### src/rtl/mem_req_gen.sv
module mem_req_gen #(
  parameter int XW  = 16,
  parameter int YW  = 16,
  parameter int IDW = 4,
  parameter int CW  = 32
) (
  input  logic           clk,
  input  logic           rst_n,
  input  logic           acc_valid,
  input  logic [2:0]     acc_kind,
  input  logic [XW-1:0]  pc,
  input  logic [XW-1:0]  op_idx,
  input  logic [XW-1:0]  in_x,
  input  logic [YW-1:0]  in_y,
  input  logic [IDW-1:0] in_id,
  input  logic [IDW-1:0] out_id,
  input  logic [XW-1:0]  work_i,
  input  logic [YW-1:0]  work_j,
  input  logic [CW-1:0]  work_cond,
  input  logic [CW-1:0]  imm_cond,
  input  logic           cond_sel,
  input  logic           cond_en,
  output logic           acc_ready,
  output logic           req_valid,
  output logic [2:0]     req_type,
  output logic [XW-1:0]  req_x,
  output logic [YW-1:0]  req_y,
  output logic [IDW-1:0] req_id,
  output logic           test_req_valid,
  output logic [CW-1:0]  test_val,
  output logic [XW-1:0]  test_i,
  output logic [YW-1:0]  test_j,
  input  logic           test_done,
  input  logic           test_pass,
  output logic           discard
);
  localparam logic [2:0] K_INSTR = 3'd0;
  localparam logic [2:0] K_FCON  = 3'd1;
  localparam logic [2:0] K_ICON  = 3'd2;
  localparam logic [2:0] K_BCON  = 3'd3;
  localparam logic [2:0] K_IN    = 3'd4;
  localparam logic [2:0] K_OUT   = 3'd5;

  logic           pending;
  logic [XW-1:0]  lat_i;
  logic [YW-1:0]  lat_j;
  logic [IDW-1:0] lat_id;
  logic [CW-1:0]  lat_cond;

  wire accept  = acc_valid && !pending;
  wire legal   = acc_kind <= K_OUT;
  wire gate    = accept && acc_kind == K_OUT && cond_en;
  wire resolve = pending && test_done;

  assign acc_ready      = !pending;
  assign test_req_valid = pending;
  assign test_val       = lat_cond;
  assign test_i         = lat_i;
  assign test_j         = lat_j;

  always_ff @(posedge clk) begin
    if (!rst_n) begin
      pending   <= 1'b0;
      req_valid <= 1'b0;
      discard   <= 1'b0;
      req_type  <= K_INSTR;
      req_x     <= '0;
      req_y     <= '0;
      req_id    <= '0;
      lat_i     <= '0;
      lat_j     <= '0;
      lat_id    <= '0;
      lat_cond  <= '0;
    end else begin
      req_valid <= 1'b0;
      discard   <= 1'b0;
      if (resolve) begin
        pending <= 1'b0;
        if (test_pass) begin
          req_valid <= 1'b1;
          req_type  <= K_OUT;
          req_x     <= lat_i;
          req_y     <= lat_j;
          req_id    <= lat_id;
        end else begin
          discard <= 1'b1;
        end
      end else if (gate) begin
        pending  <= 1'b1;
        lat_i    <= work_i;
        lat_j    <= work_j;
        lat_id   <= out_id;
        lat_cond <= cond_sel ? imm_cond : work_cond;
      end else if (accept && legal) begin
        req_valid <= 1'b1;
        req_type  <= acc_kind;
        case (acc_kind)
          K_INSTR: begin req_x <= pc;     req_y <= '0;     req_id <= '0;     end
          K_FCON, K_ICON, K_BCON:
                   begin req_x <= op_idx; req_y <= '0;     req_id <= '0;     end
          K_IN:    begin req_x <= in_x;   req_y <= in_y;   req_id <= in_id;  end
          default: begin req_x <= work_i; req_y <= work_j; req_id <= out_id; end
        endcase
      end
    end
  end

  assert_type_legal_R10: assert property (@(posedge clk) disable iff (!rst_n)
    req_valid |-> req_type <= K_OUT);
  assert_const_y_R3: assert property (@(posedge clk) disable iff (!rst_n)
    (req_valid && req_type <= K_BCON) |-> req_y == '0);
  assert_pass_R8: assert property (@(posedge clk) disable iff (!rst_n)
    (test_req_valid && test_done && test_pass) |=> (req_valid && req_type == K_OUT && !discard));
  assert_fail_R9: assert property (@(posedge clk) disable iff (!rst_n)
    (test_req_valid && test_done && !test_pass) |=> (discard && !req_valid));
  assert_discard_pulse_R9: assert property (@(posedge clk) disable iff (!rst_n)
    discard |=> !discard);
  assert_hold_R11: assert property (@(posedge clk) disable iff (!rst_n)
    (test_req_valid && !test_done) |=> (test_req_valid && !req_valid && $stable(test_i) && $stable(test_j) && $stable(test_val)));
  assert_gate_R6: assert property (@(posedge clk) disable iff (!rst_n)
    (acc_ready && acc_valid && acc_kind == K_OUT && cond_en) |=> (!req_valid && !acc_ready));
  assert_nocond_R5: assert property (@(posedge clk) disable iff (!rst_n)
    (acc_ready && acc_valid && acc_kind == K_OUT && !cond_en) |=> (req_valid && !test_req_valid && req_x == $past(work_i)));
endmodule

### config.mk
export PLATFORM = sky130hd
export DESIGN_NAME = mem_req_gen
export DESIGN_NICKNAME = d
export VERILOG_FILES = /design/src/rtl/mem_req_gen.sv
export SDC_FILE = /design/constraint.sdc
export NUM_CORES = 1
export LEC_CHECK = 0
export ABC_CLOCK_PERIOD_IN_PS = 3900
export BUFFER_PORTS_ARGS = -buffer_cell sky130_fd_sc_hd__buf_2
export CORE_AREA = 2 2 110 112
export DETAILED_ROUTE_END_ITERATION = 10
export DIE_AREA = 0 0 112 114
export PLACE_DENSITY = 0.92
export SLEW_MARGIN = 0
export SYNTH_ARGS = -nofsm -noshare
export SYNTH_HDL_FRONTEND = slang
export SYNTH_SLANG_ARGS = --single-unit
### constraint.sdc
create_clock -name clk -period 3.9 [get_ports clk]
set_clock_uncertainty 0.05 [all_clocks]
set_input_delay 0.39 -clock clk [delete_from_list [all_inputs] [get_ports clk]]
set_output_delay 0.39 -clock clk [all_outputs]
set_load 0.005 [all_outputs]
## After elaboration in Yosys (flattened, before gate mapping)

Index checks and enable logic that the tools add are counted.

- Memories kept: 0
- Bits in read-only memories: 0
- Logic and storage cells: 60
- Latch bits: 0
- Output and inout port bits: 107
- RAM bits: 0
- Register bits after elaboration: 110
- Bits of input ports: 178

- Bitwise operators: 2
- Add/subtract/negate cells: 0
- Reductions and logical operators: 14
- Equal/unequal tests: 7
- $lt $le $gt $ge: 1
- Multiplexer cells: 25
- Shift operators: 0
- Div/mod/pow operators: 0
- $mul: 0

Operators by type and width:

| kind | count |
|---|---|
| $mux W16 | 8 |
| $pmux W16 S3 | 1 |
| $mux W32 | 1 |
| $pmux W16 S2 | 1 |
| $mux W4 | 4 |
| $mux W3 | 4 |
| $pmux W4 S2 | 1 |
| $eq A3 B2 Y1 const B | 2 |
| $eq A3 B3 Y1 const B | 2 |
| $logic_and A1 B1 Y1 | 5 |
| $mux W1 | 5 |
| $reduce_and A2 Y1 | 2 |
| $reduce_or A4 Y1 | 1 |
| $eq A3 B1 Y1 const B | 1 |
| $le A3 B3 Y1 const B | 1 |
| $logic_not A3 Y1 | 1 |
| $reduce_and A3 Y1 | 1 |
| $reduce_or A3 Y1 | 1 |
| $ne A2 B1 Y1 const B | 1 |
| $ne A2 B2 Y1 const B | 1 |
| $not A1 Y1 | 2 |
| $reduce_bool A2 Y1 | 1 |
| $reduce_or A2 Y1 | 1 |
| $logic_not A1 Y1 | 1 |

## Depth between registers and ports, before layout

- Word-level depth: 6
- Depth in mapped cells: 7
- Depth with buffers taken out: 4

## Worst setup path after synthesis

Ideal clock, no wire load.

- Kind: input to register
- Start point: in acc_kind[1]
- End point: reg req_x[10]
- Data required time: 3.727 ns
- Arrival: 1.518 ns
- Setup time: 0.123 ns
- Setup slack: 2.209 ns
- Path buffers: 1
- Cell stages on the path: 5
- Cells stage by stage: nor2_4 > buf_12 > mux4_2 > mux2i_1 > o21ai_0

- Word-level cells in the longest chain between the ends: 6
- Elaborated cells on any way between the ends: 18
- Those cells by class: order compare (1); eq/ne (6); mux (4); reduce/logical (7)

RTL lines:

| item | line | RTL |
|---|---|---|
| start, declared | 10 | `input logic [2:0] acc_kind,` |
| $eq A3 B1 Y1 or $eq A3 B2 Y1 (tied branches) | 97 | `case (acc_kind)` |
| $reduce_or A3 Y1 | 97 |  |
| $pmux W16 S3 | 97 |  |
| $mux W16 | 94 | `end else if (accept && legal) begin` |
| $mux W16 | 88 | `end else if (gate) begin` |
| $mux W16 | 77 | `if (resolve) begin` |
| end signal, assigned | 82 | `req_x <= lat_i;` |
| end signal, assigned | 101 | `K_IN: begin req_x <= in_x; req_y <= in_y; req_id <= in_id; end` |
| end signal, assigned | 102 | `default: begin req_x <= work_i; req_y <= work_j; req_id <= out_id; end` |
| end, declared | 26 | `output logic [XW-1:0] req_x,` |

Parallel ways exist; a longest one is shown, timed or not. The select of a mux whose other input is x is not followed.
A chain may end at the register's enable or synchronous reset.

## Worst setup path after layout

- Start point: reg pending (netlist: test_req_valid)
- End point: reg req_y[11]

- Word-level cells in the longest chain between the ends: 6
- Elaborated cells on any way between the ends: 11
- Those cells by class: eq/ne (2); mux (1); reduce/logical (8)

RTL lines:

| item | line | RTL |
|---|---|---|
| start, declared | 44 | `logic pending;` |
| start signal, assigned | 63 | `pending <= 1'b0;` |
| start signal, assigned | 78 | `pending <= 1'b0;` |
| start signal, assigned | 89 | `pending <= 1'b1;` |
| $logic_not A1 Y1 | 50 | `wire accept = acc_valid && !pending;` |
| $logic_and A1 B1 Y1 | 50 |  |
| $logic_and A1 B1 Y1 (2 in a row) | 52 | `wire gate = accept && acc_kind == K_OUT && cond_en;` |
| $ne A2 B1 Y1 (no source line) | - |  |
| $reduce_and A3 Y1 (no source line) | - |  |
| end signal, assigned | 83 | `req_y <= lat_j;` |
| end signal, assigned | 101 |  |
| end signal, assigned | 102 |  |
| end, declared | 27 | `output logic [YW-1:0] req_y,` |

Parallel ways exist; a longest one is shown, timed or not.

==> impl_metrics.env <==
export IMPL_status="complete, no violations"
export IMPL_synth_cell_type_count=36
export IMPL_grt_pass1_wl_um=23240
export IMPL_synth_top_family_by_area="multiplexers"
export IMPL_dp_cells=931
export IMPL_cts_resized=0
export IMPL_routed_via_count=5011
export IMPL_clkSinkCount=110
export IMPL_areaGrowthSynthToFinish_pct=33.89
export IMPL_grt_pass1_vias=4656
export IMPL_synthSimpleGateAreaFrac=0.1293
export IMPL_worst_path_max_delay_cell="sky130_fd_sc_hd__and2_1"
export IMPL_detail_route_vias_per_cell=5.291
export IMPL_io_buffers=284
export IMPL_finalWeightedCongestion=0.8428
export IMPL_detailed_place_area_mm2=0.006558
export IMPL_async_flop_share=0
export IMPL_grt_ovfl_total=0
export IMPL_synth_ff_latch_count=110
export IMPL_standard_cell_rows=40
export IMPL_timing_critical_path_buf_inv=0
export IMPL_clock_tree_root_cell="sky130_fd_sc_hd__clkbuf_16"
export IMPL_synth_cell_area_mm2=0.005117
export IMPL_fin_setup_tns_ps=0
export IMPL_critical_path_arrival_ps=2400
export IMPL_clk_transition_reported_paths_ps=70
export IMPL_finalHoldWorstSlack_ps=195.5
export IMPL_cts_path_max_buffers=2
export IMPL_fp_dieArea_mm2=0.01277
export IMPL_setup_worst_path_class="reg2reg"
export IMPL_syn_area_per_cell_um2=9.565
export IMPL_initial_standard_cell_utilization_of_the_core=0.4370
export IMPL_mappedNetlistNets=713
export IMPL_most_frequent_cells_in_the_layout="sky130_fd_sc_hd__buf_2 (284), sky130_fd_sc_hd__nand2_1 (110), sky130_fd_sc_hd__dfxtp_1 (110)"
export IMPL_synth_ff_type="sky130_fd_sc_hd__dfxtp_1"
export IMPL_mostFrequentLayoutCell="sky130_fd_sc_hd__buf_2"
export IMPL_synth_compound_area_frac=0.1829
export IMPL_hold_path_class="in2reg"
export IMPL_drc=0
export IMPL_final_period_utilization=0.5620
export IMPL_rsz0062_at_grt="false"
export IMPL_postLayoutCellArea_mm2=0.006852
export IMPL_io_pins=285
export IMPL_place_worst_setup_slack_ps=1392
export IMPL_worst_path_largest_cell_delay_ps=750
export IMPL_timing_critical_path_to_type="register"
export IMPL_clock_buffers_created_by_tritoncts=9
export IMPL_leakage_nw=3.222
export IMPL_ctsHoldBuffers=0
export IMPL_timing_max_slew_rel_slack=0.3742
export IMPL_worstPathRequired_ps=4110
export IMPL_final_setup_viol_count=0
export IMPL_cp_top_family="simple AND/OR/NAND/NOR gates"
export IMPL_drt_pass1_iterations=5
export IMPL_ant_nets=0
export IMPL_worstPathCellList="nand2_2 > and2_1 > a22oi_1 > o21ai_0"
export IMPL_power_total_mw=2.441
export IMPL_worst_pin_slew_ps=936.5
export IMPL_synth_mux_area_frac=0.2083
export IMPL_htreeDepth=3
export IMPL_timing_critical_path_fanout_max=20
export IMPL_clock_insertion_delay_worst_skew_ps=340
export IMPL_finish_utilization=0.5850
export IMPL_timing_hold_violations_final=0
export IMPL_grt_start_max_net_pins=64
export IMPL_max_clock_freq_mhz=456.2
export IMPL_num_antenna_cells=0
export IMPL_die_height_um=114
export IMPL_instances_no_fill=947
export IMPL_coreArea_mm2=0.01171
export IMPL_grt_antenna_before_repair=0
export IMPL_finalWorstPathRequiredPeriod_ps=2192
export IMPL_fp_dieW_um=112
export IMPL_synth_edff_count=0
export IMPL_irDropWorstVdd_v=0.0002794
export IMPL_finish_net_count=973
export IMPL_yosys_area_share_adder=0
export IMPL_synthXorXnorAreaFrac=0
export IMPL_clock_tree_from_tritoncts="yes"
export IMPL_fill_cells=1020
export IMPL_maxCapViolCount=0
export IMPL_groute_usage_overall=0.2273
export IMPL_post_route_worst_setup_slack_ps=1708
export IMPL_postCtsSetupBuffers=0
export IMPL_drt_wirelength_per_cell_um=16.22
export IMPL_yosysSeqAreaShare=0.4303
export IMPL_power_per_cell_area_mw_per_mm2=356.3
export IMPL_netlist_instances=535
export IMPL_ratio_of_cells_with_drive_above_1_in_the_final_layout=0.4675
export IMPL_startpoint_type="register"
export IMPL_post_dp_hpwl_um=11350
export IMPL_drt_iter0_drc=373
export IMPL_synthesis_yosys_warnings=0
export IMPL_totalWireLength_um=15360
export IMPL_slew_viol_final=0
==> logic make-up after synthesis <==
logic type,Yosys count
AO/OA/AOI/OAI,132
multiplexers,84
AND/OR/NAND/NOR,163
flip-flops,110
buffers and inverters,46
==> synth_stat cells, types with 2 or more instances <==
cell | count | area [µm²]
sky130_fd_sc_hd__o21ai_1 | 11 | 55.05
sky130_fd_sc_hd__o21ai_0 | 24 | 120.1
sky130_fd_sc_hd__nor3_1 | 3 | 15.01
sky130_fd_sc_hd__clkbuf_1 | 15 | 56.30
sky130_fd_sc_hd__mux4_2 | 16 | 360.4
sky130_fd_sc_hd__mux2_2 | 20 | 225.2
sky130_fd_sc_hd__a22oi_1 | 20 | 150.1
sky130_fd_sc_hd__nand2b_1 | 2 | 12.51
sky130_fd_sc_hd__a211oi_2 | 22 | 275.3
sky130_fd_sc_hd__a211oi_1 | 10 | 75.07
sky130_fd_sc_hd__mux2i_1 | 48 | 480.5
sky130_fd_sc_hd__inv_1 | 3 | 11.26
sky130_fd_sc_hd__nor2_1 | 37 | 138.9
sky130_fd_sc_hd__a21oi_1 | 39 | 195.2
sky130_fd_sc_hd__buf_4 | 5 | 37.54
sky130_fd_sc_hd__buf_2 | 15 | 75.07
sky130_fd_sc_hd__nor2b_1 | 2 | 12.51
sky130_fd_sc_hd__buf_1 | 2 | 7.510
sky130_fd_sc_hd__clkbuf_2 | 2 | 10.01
sky130_fd_sc_hd__buf_6 | 3 | 33.78
sky130_fd_sc_hd__o21bai_1 | 2 | 15.01
sky130_fd_sc_hd__and2_1 | 2 | 12.51
sky130_fd_sc_hd__dfxtp_1 | 110 | 2202
sky130_fd_sc_hd__nand2_1 | 110 | 412.9
==> sequential cells by signal (all words and copies together) (netlist names) <==
name / count
test_val: 32
req_x: 16
req_y: 16
test_i: 16
test_j: 16
lat_id: 4
req_id: 4
req_type: 3
discard: 1
req_valid: 1
test_req_valid: 1
==> layer usage <==
metal	wire length, µm	GRT usage
met3	1132	0.05260
met1	6128	0.2722
met4	374	0.08455
met2	7726	0.4000
met5	0	0
==> power by group <==
group          switching [mW]  internal, mW
registers              0.0200          1.16
clock network           0.411         0.489
logic                   0.176         0.184
==> layout make-up <==
type / instances / area, µm² / area share
clock buffer: 12 / 266.5 / 0.03890
sequential: 110 / 2202 / 0.3214
timing repair buffer: 292 / 1494 / 0.2180
clock inverter: 4 / 27.53 / 0.004018
multi-input combinational: 379 / 2666 / 0.3892
tap: 147 / 183.9 / 0.02684
inverter: 3 / 11.26 / 0.001644
==> path summary, 6_finish.rpt <==
path | depth (start not counted) | slack [ps] | end | from
max | 4 | 1710 | req_y[11]$_SDFFE_PN0P_ | test_req_valid$_SDFFE_PP0N_
min | 2 | 200 | discard$_SDFF_PN0_ | test_pass
max reg2reg | 4 | 1710 | req_y[11]$_SDFFE_PN0P_ | test_req_valid$_SDFFE_PP0N_
min reg2reg | 2 | 400 | req_x[5]$_SDFFE_PN0P_ | req_x[5]$_SDFFE_PN0P_
Power figures use the tool's default switching activity.
